[config.mk]
export PLATFORM = sky130hd
export DESIGN_NAME = mac_tbl_engine
export DESIGN_NICKNAME = d
export VERILOG_FILES = /design/src/rtl/mte_pkg.sv /design/src/rtl/mte_table.sv /design/src/rtl/mte_seq.sv /design/src/rtl/mac_tbl_engine.sv
export SDC_FILE = /design/constraint.sdc
export NUM_CORES = 2
export LEC_CHECK = 0
export CELL_PAD_IN_SITES_DETAIL_PLACEMENT = 1
export CELL_PAD_IN_SITES_GLOBAL_PLACEMENT = 1
export CORE_ASPECT_RATIO = 0.5
export CORE_MARGIN = 3
export CORE_UTILIZATION = 52
export CTS_CLUSTER_DIAMETER = 200
export DETAILED_ROUTE_END_ITERATION = 12
export GPL_ROUTABILITY_DRIVEN = 0
export GPL_TIMING_DRIVEN = 1
export PLACE_DENSITY_LB_ADDON = 0.1
export SYNTH_ARGS = -nofsm -noshare
export SYNTH_HDL_FRONTEND = slang
export SYNTH_HIERARCHICAL = 1
export SYNTH_SLANG_ARGS = --single-unit
[constraint.sdc]
create_clock -name clk -period 9.4 [get_ports clk]
set_input_delay 1.88 -clock clk [delete_from_list [all_inputs] [get_ports clk]]
set_output_delay 1.88 -clock clk [all_outputs]
set_load 0.05 [all_outputs]
[src/rtl/mte_pkg.sv]
package mte_pkg;
  typedef enum logic [1:0] {OP_SEARCH = 2'd0, OP_WRITE = 2'd1, OP_READ = 2'd2, OP_DELETE = 2'd3} op_e;
  typedef enum logic [1:0] {ST_OK = 2'd0, ST_MISS = 2'd1, ST_FULL = 2'd2, ST_BADCMD = 2'd3} st_e;
  localparam logic [7:0] REG_CTRL = 8'h70;
  localparam logic [7:0] REG_D0   = 8'h71;
  localparam logic [7:0] REG_PA   = 8'h77;
  localparam int ATTR_W = 3;
endpackage

[src/rtl/mte_table.sv]
module mte_table #(
  parameter int ENTRIES = 16,
  parameter int KEY_W   = 48,
  parameter int PA_W    = 7,
  localparam int AW     = $clog2(ENTRIES)
) (
  input  logic               clk,
  input  logic               rst,
  input  logic               we,
  input  logic               clr,
  input  logic [AW-1:0]      widx,
  input  logic [KEY_W-1:0]   wkey,
  input  logic [PA_W-1:0]    wpa,
  input  logic [AW-1:0]      ridx,
  output logic               rvalid,
  output logic [KEY_W-1:0]   rkey,
  output logic [PA_W-1:0]    rpa,
  output logic [ENTRIES-1:0] valid_vec
);
  logic [KEY_W-1:0] key_mem [ENTRIES];
  logic [PA_W-1:0]  pa_mem  [ENTRIES];
  logic [ENTRIES-1:0] valid_q;

  always_ff @(posedge clk) begin
    if (we) begin
      key_mem[widx] <= wkey;
      pa_mem[widx]  <= wpa;
    end
  end

  always_ff @(posedge clk) begin
    if (rst) valid_q <= '0;
    else if (we) valid_q[widx] <= 1'b1;
    else if (clr) valid_q[widx] <= 1'b0;
  end

  assign rvalid    = valid_q[ridx];
  assign rkey      = key_mem[ridx];
  assign rpa       = pa_mem[ridx];
  assign valid_vec = valid_q;
endmodule

[src/rtl/mte_seq.sv]
module mte_seq import mte_pkg::*; #(
  parameter int ENTRIES = 16,
  parameter int KEY_W   = 48,
  parameter int PORT_W  = 4,
  localparam int AW     = $clog2(ENTRIES),
  localparam int PA_W   = PORT_W + ATTR_W
) (
  input  logic             clk,
  input  logic             rst,
  input  logic             start,
  input  logic [1:0]       start_op,
  input  logic [1:0]       start_tbl,
  input  logic [KEY_W-1:0] start_key,
  input  logic [PA_W-1:0]  start_pa,
  input  logic             rvalid,
  input  logic [KEY_W-1:0] rkey,
  input  logic [PA_W-1:0]  rpa,
  output logic [AW-1:0]    ridx,
  output logic             tsel,
  output logic             we,
  output logic             clr,
  output logic [AW-1:0]    widx,
  output logic [KEY_W-1:0] wkey,
  output logic [PA_W-1:0]  wpa,
  output logic             busy,
  output logic             done,
  output logic [1:0]       st_nxt,
  output logic             ld_key,
  output logic [KEY_W-1:0] ld_key_val,
  output logic             ld_pa,
  output logic [PA_W-1:0]  ld_pa_val
);
  logic             run_q;
  op_e              op_q;
  logic [1:0]       tbl_q;
  logic [KEY_W-1:0] key_q;
  logic [PA_W-1:0]  pa_q;
  logic [AW-1:0]    ptr_q, free_idx_q;
  logic             free_q;
  logic             hit, last;

  assign busy = run_q;
  assign tsel = tbl_q[0];
  assign wkey = key_q;
  // static flag only kept for unicast; signature bit always written 0
  assign wpa  = {pa_q[PA_W-1], 1'b0, (tbl_q[0] ? 1'b0 : pa_q[PORT_W]), pa_q[PORT_W-1:0]};

  always_comb begin
    ridx       = (op_q == OP_READ) ? key_q[AW-1:0] : ptr_q;
    hit        = rvalid && (rkey == key_q);
    last       = (ptr_q == AW'(ENTRIES - 1));
    done       = 1'b0;
    st_nxt     = ST_OK;
    we         = 1'b0;
    clr        = 1'b0;
    widx       = ptr_q;
    ld_key     = 1'b0;
    ld_key_val = KEY_W'(ptr_q);
    ld_pa      = 1'b0;
    ld_pa_val  = rpa;
    if (run_q) begin
      if (tbl_q[1]) begin
        done   = 1'b1;
        st_nxt = ST_BADCMD;
      end else begin
        unique case (op_q)
          OP_SEARCH: begin
            if (hit) begin
              done = 1'b1; ld_key = 1'b1; ld_pa = 1'b1;
            end else if (last) begin
              done = 1'b1; st_nxt = ST_MISS;
            end
          end
          OP_DELETE: begin
            if (hit) begin
              done = 1'b1; clr = 1'b1;
            end else if (last) begin
              done = 1'b1; st_nxt = ST_MISS;
            end
          end
          OP_READ: begin
            done = 1'b1;
            if (key_q < KEY_W'(ENTRIES) && rvalid) begin
              ld_key = 1'b1; ld_key_val = rkey; ld_pa = 1'b1;
            end else begin
              st_nxt = ST_MISS;
            end
          end
          OP_WRITE: begin
            if (hit) begin
              done = 1'b1; we = 1'b1;
            end else if (last) begin
              done = 1'b1;
              if (free_q) begin
                we = 1'b1; widx = free_idx_q;
              end else if (!rvalid) begin
                we = 1'b1;
              end else begin
                st_nxt = ST_FULL;
              end
            end
          end
          default: ;
        endcase
      end
    end
  end

  always_ff @(posedge clk) begin
    if (rst) begin
      run_q      <= 1'b0;
      op_q       <= OP_SEARCH;
      tbl_q      <= '0;
      key_q      <= '0;
      pa_q       <= '0;
      ptr_q      <= '0;
      free_idx_q <= '0;
      free_q     <= 1'b0;
    end else if (!run_q) begin
      if (start) begin
        run_q  <= 1'b1;
        op_q   <= op_e'(start_op);
        tbl_q  <= start_tbl;
        key_q  <= start_key;
        pa_q   <= start_pa;
        ptr_q  <= '0;
        free_q <= 1'b0;
      end
    end else if (done) begin
      run_q <= 1'b0;
    end else begin
      ptr_q <= ptr_q + 1'b1;
      if (op_q == OP_WRITE && !rvalid && !free_q) begin
        free_q     <= 1'b1;
        free_idx_q <= ptr_q;
      end
    end
  end
endmodule

[src/rtl/mac_tbl_engine.sv]
module mac_tbl_engine import mte_pkg::*; #(
  parameter int ENTRIES = 16,
  parameter int KEY_W   = 48,
  parameter int PORT_W  = 4,
  localparam int AW        = $clog2(ENTRIES),
  localparam int PA_W      = PORT_W + ATTR_W,
  localparam int KEY_BYTES = KEY_W / 8,
  localparam int NTBL      = 2
) (
  input  logic       clk,
  input  logic       rst,
  input  logic       host_wr,
  input  logic [7:0] host_addr,
  input  logic [7:0] host_wdata,
  output logic [7:0] host_rdata
);
  logic [KEY_W-1:0] key_r;
  logic [PA_W-1:0]  pa_r;
  logic [3:0]       cmd_r;
  logic [1:0]       st_r;
  logic [7:0]       rd_mux;

  logic             busy, done, start, wr_ok;
  logic [1:0]       st_nxt;
  logic             ld_key, ld_pa;
  logic [KEY_W-1:0] ld_key_val;
  logic [PA_W-1:0]  ld_pa_val;
  logic [AW-1:0]    ridx, widx;
  logic             tsel, s_we, s_clr;
  logic [KEY_W-1:0] wkey;
  logic [PA_W-1:0]  wpa;

  logic             t_rvalid [NTBL];
  logic [KEY_W-1:0] t_rkey   [NTBL];
  logic [PA_W-1:0]  t_rpa    [NTBL];
  logic [NTBL*ENTRIES-1:0] valid_all;

  assign wr_ok = host_wr && !busy;
  assign start = wr_ok && (host_addr == REG_CTRL);

  mte_seq #(.ENTRIES(ENTRIES), .KEY_W(KEY_W), .PORT_W(PORT_W)) u_seq (
    .clk(clk), .rst(rst), .start(start),
    .start_op(host_wdata[4:3]), .start_tbl(host_wdata[2:1]),
    .start_key(key_r), .start_pa(pa_r),
    .rvalid(t_rvalid[tsel]), .rkey(t_rkey[tsel]), .rpa(t_rpa[tsel]),
    .ridx(ridx), .tsel(tsel), .we(s_we), .clr(s_clr), .widx(widx),
    .wkey(wkey), .wpa(wpa), .busy(busy), .done(done), .st_nxt(st_nxt),
    .ld_key(ld_key), .ld_key_val(ld_key_val), .ld_pa(ld_pa), .ld_pa_val(ld_pa_val)
  );

  for (genvar t = 0; t < NTBL; t++) begin : g_tbl
    mte_table #(.ENTRIES(ENTRIES), .KEY_W(KEY_W), .PA_W(PA_W)) u_tbl (
      .clk(clk), .rst(rst),
      .we(s_we && (tsel == t[0])), .clr(s_clr && (tsel == t[0])),
      .widx(widx), .wkey(wkey), .wpa(wpa), .ridx(ridx),
      .rvalid(t_rvalid[t]), .rkey(t_rkey[t]), .rpa(t_rpa[t]),
      .valid_vec(valid_all[t*ENTRIES +: ENTRIES])
    );
  end

  always_ff @(posedge clk) begin
    if (rst) begin
      key_r <= '0;
      pa_r  <= '0;
      cmd_r <= '0;
      st_r  <= '0;
    end else begin
      if (wr_ok) begin
        if (host_addr == REG_CTRL) cmd_r <= host_wdata[4:1];
        if (host_addr == REG_PA) pa_r <= host_wdata[PA_W-1:0];
        for (int i = 0; i < KEY_BYTES; i++)
          if (host_addr == 8'(REG_D0 + i)) key_r[8*i +: 8] <= host_wdata;
      end
      if (ld_key) key_r <= ld_key_val;
      if (ld_pa)  pa_r  <= ld_pa_val;
      if (done)   st_r  <= st_nxt;
    end
  end

  always_comb begin
    rd_mux = '0;
    if (host_addr == REG_CTRL) rd_mux = {1'b0, st_r, cmd_r, busy};
    if (host_addr == REG_PA)   rd_mux = 8'(pa_r);
    for (int i = 0; i < KEY_BYTES; i++)
      if (host_addr == 8'(REG_D0 + i)) rd_mux = key_r[8*i +: 8];
  end

  always_ff @(posedge clk) begin
    if (rst) host_rdata <= '0;
    else host_rdata <= rd_mux;
  end
endmodule

Yosys cells after proc, flatten, opt, wreduce, memory -nomap -nowiden

Memories as Yosys holds them, arrays and structs flattened.
Index checks and enable logic that the tools add are counted.
Widths: inputs -> output; s select.

Logic and storage cells: 188
Flip-flop bits (word level): 170
Memories kept: 4
Bits in writable memories: 1728
Output and inout port bits: 8
Bits of input ports: 19

Multiplexer cells: 94
Eq/ne operators: 15
Add/sub/neg operators: 1
Bitwise gates (word level): 9
Reductions and logical operators: 40
$lt $le $gt $ge: 5

Memory list:

| memory                 | words | bits a word | rd ports | clocked after memory_dff | wr ports | RTL line        | text |
|---|---|---|---|---|---|---|---|
| g_tbl[0].u_tbl.key_mem | 16    | 48          | 1        | 0                        | 1        | mte_table.sv:20 | `logic [KEY_W-1:0] key_mem [ENTRIES];` |
| g_tbl[1].u_tbl.key_mem | 16    | 48          | 1        | 0                        | 1        | mte_table.sv:20 |  |
| g_tbl[0].u_tbl.pa_mem  | 16    | 6           | 1        | 0                        | 1        | mte_table.sv:21 | `logic [PA_W-1:0] pa_mem [ENTRIES];` |
| g_tbl[1].u_tbl.pa_mem  | 16    | 6           | 1        | 0                        | 1        | mte_table.sv:21 |  |

Operators by type and width:

| kind                | count |
|---|---|
| $mux 48             | 9 |
| $mux 8              | 13 |
| $eq 8x7->1 const B  | 8 |
| $mux 16             | 4 |
| $mux 7              | 7 |
| $eq 48x48->1        | 1 |
| $lt 48x5->1 const B | 1 |
| $mux 4              | 10 |
| $mux 1              | 38 |
| $and 16x16->16      | 2 |
| $or 16x16->16       | 2 |
| $reduce_bool 2->1   | 11 |
| $reduce_and 2->1    | 10 |
| $not 16->16         | 1 |
| $mux 2              | 7 |
| $logic_and 1x1->1   | 11 |
| $lt 4x5->1 const B  | 2 |
| $bmux 1 s4          | 2 |
| $pmux 2 s3          | 1 |
| $reduce_and 3->1    | 2 |
| $add 4x1->4 const B | 1 |
| $demux 1 s4         | 1 |
| $eq 2x2->1 const B  | 2 |
| $eq 4x4->1 const B  | 1 |
| 11 further kinds    | 17 |

Depth between registers and ports, before layout

Depth in word-level cells: 20
Depth in mapped cells: 22
Mapped depth without buffers: 17

By module

The synthesis kept the hierarchy.

Modules (own cells, without submodules):

| module                      | instances | area an instance (um^2) | seq. area each (um^2) | cells an instance |
|---|---|---|---|---|
| mte_table at g_tbl[1].u_tbl | 1         | 33699.8                 | 26745.7               | 1449 |
| mte_table at g_tbl[0].u_tbl | 1         | 33698.6                 | 26745.7               | 1449 |
| mac_tbl_engine              | 1         | 4545.6                  | 1381.3                | 534 |
| mte_seq                     | 1         | 3852.4                  | 1361.3                | 488 |

Worst setup path before layout

No wires, ideal clock.

Path kind: flip-flop to flip-flop
Start point: reg u_seq.key_q[0] (netlist: u_seq/wkey[0])
End point: mem g_tbl[0].u_tbl.key_mem[8][0] (enable)
Library setup time: 0.409 ns
Required time: 8.991 ns
Cell stages (with the launch flop): 19
Setup slack: 3.292 ns
Path buffers: 5
Arrival time: 5.699 ns
Clock period less this slack: 6.108 ns
Path through: dfxtp_1 -> mux2_2 -> buf_6 -> buf_6 -> buf_6 -> mux4_2 -> a22oi_1 -> nand2_1 -> mux2_2 -> xor2_1 -> nor4_1 -> nand4_1 -> nor4_4 -> buf_6 -> o41a_1 -> clkbuf_1 -> nor2b_1 -> nand2_1 -> inv_1

RTL lines:

| item                   | RTL line        | text |
|---|---|---|
| start, declared        | mte_seq.sv:36   | `logic [KEY_W-1:0] key_q;` |
| start signal, assigned | mte_seq.sv:124  | `key_q <= start_key;` |
| end, declared          | mte_table.sv:20 |  |

==> run_results.csv <==
group,metric,value,unit
outcome,status,"completed",
floorplan,initial_core_util,52.7,%
worst_setup_path,reg2reg_from,"u_seq/wkey[1]",
clocking,clkTransAtPathRegs,0.07,ns
sta,max-slew-margin-rel,11.8,%
floorplan,num_io_pins,27,
synth,synth_edf_count,1760,
power,vdd.ir_drop.worst,0.000110,V
clocking,cts_inserted_buffers,172,
sta,fin_worst_skew,0.0496,ns
synth,syn_nets,3945,
grt,antenna_found_initial,8,
sta,maxSlewViolCount,0,
floorplan,die_area,151000,sq um
synth,synth.cell_area,75800,sq um
sta,rsz0062_at_grt,"no",
synth,ys_types,68,
worst_setup_path,path_max_fanout,50,
synth,synthArstFlopShare,0,%
worst_hold_path,hold-path-cell-count,2,
grt,track_usage,28.9,%
worst_setup_path,rr_worst_depth,17,
worst_setup_path,worstPathRequired,9.86,ns
floorplan,core_area,144000,sq um
power,p_per_area,193,nW/um^2
clocking,cts-htree-levels,4,
sta,fmax,124,MHz
clocking,ctsResizeCount,0,
grt,grt_pass1_wl,310000,um
layout,num-nets-final,4055,
synth,netlist_instances,3920,
sta,setup_viol,0,
synth,ys_seq_area_share,74.2,%
run,maxCapViolations,0,
route,wire_per_inst,35.5,um
route,wl,217000,um
placed_design,dpl_cell_area,79200,sq um
clocking,clock_sink_count,1929,
route,vias_per_cell,6.62,
clocking,insertion_delay,0.82,ns
synth,synth.avg_cell_area,19.3,sq um
clocking,cts_max_path_buffers,4,
route,drc,0,
route,drtIter0Drc,5459,
synth,synth_flop_cell,"edfxtp_1",
clocking,cts_setup_buffers,0,
clocking,ctsHoldBuffers,0,
floorplan,die_y,276,um
worst_setup_path,end_kind,"flop",
sta,layout_min_cycle_time,8.05,ns
floorplan,die_w,546,um
grt,grt_max_degree,109,
placed_design,io_buffers,26,
clocking,cts_tree,"done",
layout,fill_cells,12200,
sta,worst_pin_slew,1.32,ns
synth,yosys_warnings,6,
placed_design,hpwl,125000,um
worst_setup_path,crit_type,"flop to flop",
synth,ys_ff_latch,1929,
worst_setup_path,crit_start,"u_seq/wkey[1]",
worst_hold_path,min_from,"key_r[43]",
worst_setup_path,crit_arrival,8.51,ns
layout,postLayoutCellArea,84600,sq um
route,ant_nets,0,
route,dr.pass1.iters,5,
clocking,ctsRootBufferMaster,"clkbuf_16",
route,num_vias,40500,
worst_setup_path,cp-start-kind,"flop",
layout,syn_to_final_growth,11.6,%
power,leakagePower,0.0296,uW
layout,drive_gt1_share,23.8,%
grt,overflow,0,
sta,hold_violations,0,
worst_hold_path,hp-class,"flop to flop",
sta,tns,0,ns
grt,grt_pass1_vias,41200,
floorplan,num_rows,98,
sta,min_period_over_period,85.6,%
logic make-up after synthesis:
family | count (synthesis) | share of synthesized area (%)
flops | 1929 | 74.2
simple gates | 610 | 4.06
mux | 557 | 14.9
compound gates | 463 | 4.15
buf+inv | 306 | 2.08
xor+xnor | 48 | 0.555
fa+ha+maj | 6 | 0.0990
other cells | 1 | 0.00495
placed cells by master (no fill, tap or decap), types with 15 or more instances in the layout:
master           instances
nand2_1                274
buf_12                  51
bufinv_16               15
nor4_1                  46
nand2b_1                16
mux4_2                 448
a22oi_1                229
nor3b_1                 24
nand3_1                 15
a211oi_1                28
dfxtp_1                167
inv_4                   32
clkinv_2                26
clkinv_1                36
inv_1                   18
clkbuf_16              175
nor3_1                  31
xor2_1                  47
mux2i_1                 39
clkdlybuf4s50_1         23
edfxtp_1              1760
clkbuf_1                32
o21ai_0                 41
and2_1                  46
mux2_2                  64
a21oi_1                103
buf_4                  114
nor2_1                  65
synth_stat cells, types with 13 or more instances:
cell type  instances  share of area [%]
inv_1             51               0.25
a21oi_1          103               0.68
o22ai_1           13               0.11
and3_1            14               0.12
xor2_1            47               0.54
and2_1            48               0.40
dfxtp_1          169                4.5
buf_2             61               0.40
nand2b_1          17               0.14
nor3_1            31               0.20
nor3b_1           24               0.24
nor2b_1           18               0.15
a211oi_1          28               0.28
mux4_2           448                 13
buf_6             32               0.48
edfxtp_1        1760                 70
mux2_2            66               0.98
nand4_1           13               0.11
nand2_1          274                1.4
nor4_1            46               0.38
buf_4             29               0.29
mux2i_1           39               0.52
o21ai_0           41               0.27
clkbuf_1         121               0.60
nand3_1           15              0.099
a22oi_1          229                2.3
nor2_1            67               0.33
worst paths after layout:
kind | slack, ns | endpoint
worst max-delay path | 1.35 | g_tbl[0].u_tbl/key_mem[8][13]
worst min-delay path | 0.47 | u_seq/wkey[43]
worst max register to register | 1.35 | g_tbl[0].u_tbl/key_mem[8][13]
worst min register to register | 0.47 | u_seq/wkey[43]
flip-flops by register name, summed over array words and instances (netlist names), 4 cells and up, named ones only:
signal and flops:
host_rdata 8, pa_r 7, key_r 48, u_seq/ptr_q 4, u_seq/pa_q 6, u_seq/wkey 48, u_seq/free_idx_q 4, g_tbl.u_tbl/pa_mem 224
cmd_r 4, g_tbl.u_tbl/key_mem 1536
metrics by stage:
stage / std cells / power (uW) / hold slack (ns) / setup WS, ns / utilization (%)
final: 6114 / 16300 / 0.466 / 1.35 / 58.8
after global routing: 6111 / 16800 / 0.485 / 1.11 / 58.8
after CTS: 6111 / 16400 / 0.468 / 1.53 / 58.8
after detailed placement: 5806 / 9470 / 0.456 / 1.54 / 55.0
after global placement: 5806 / 9470 / 0.446 / 1.77 / 55.0
after floorplan: 3920 / 9450 / 0.432 / 3.29 / -
power by group:
part | internal, uW | switching, uW
clock | 3870 | 3140
sequential | 9210 | 0.756
combinational | 19.7 | 51.8
total | 13100 | 3190
cell type report:
| class | count | area (sq um) | area share [%] |
|---|---|---|---|
| Sequential cell | 1929 | 56200 | 66.5 |
| Multi-Input combinational cell | 1685 | 18100 | 21.4 |
| Clock buffer | 212 | 4570 | 5.40 |
| Tap cell | 1950 | 2440 | 2.88 |
| Timing Repair Buffer | 191 | 2130 | 2.52 |
| Clock inverter | 93 | 861 | 1.02 |
| Inverter | 51 | 272 | 0.321 |
| Antenna cell | 3 | 7.51 | 0.00887 |
worst max-delay path, cell delays in order (launching register included):
cell and delay, ns:
dfxtp_1 1.19, mux2_8 0.77, buf_4 0.45, mux4_2 0.36, a22oi_1 0.52, nand2_1 0.13
mux2_2 0.37, xor2_1 0.24, nor4_1 0.44, buf_4 0.19, nand4_1 0.35, nor4_4 0.38
nor3_2 0.13, mux2_1 0.56, nor3b_1 0.58, nand2_1 0.21, inv_4 0.36, buf_4 0.37
routing by layer:
| layer | GRT usage (%) | vias up | part of all wire, % |
|---|---|---|---|
| met5 | 0 | - | 0.0041 |
| met4 | 8.21 | 2 | 2.9 |
| met3 | 4.57 | 313 | 8.7 |
| met2 | 43.7 | 2052 | 45 |
| met1 | 44.2 | 21900 | 43 |
| li1 | - | 16200 | - |
Note: power is estimated with default switching activity, not from simulation.
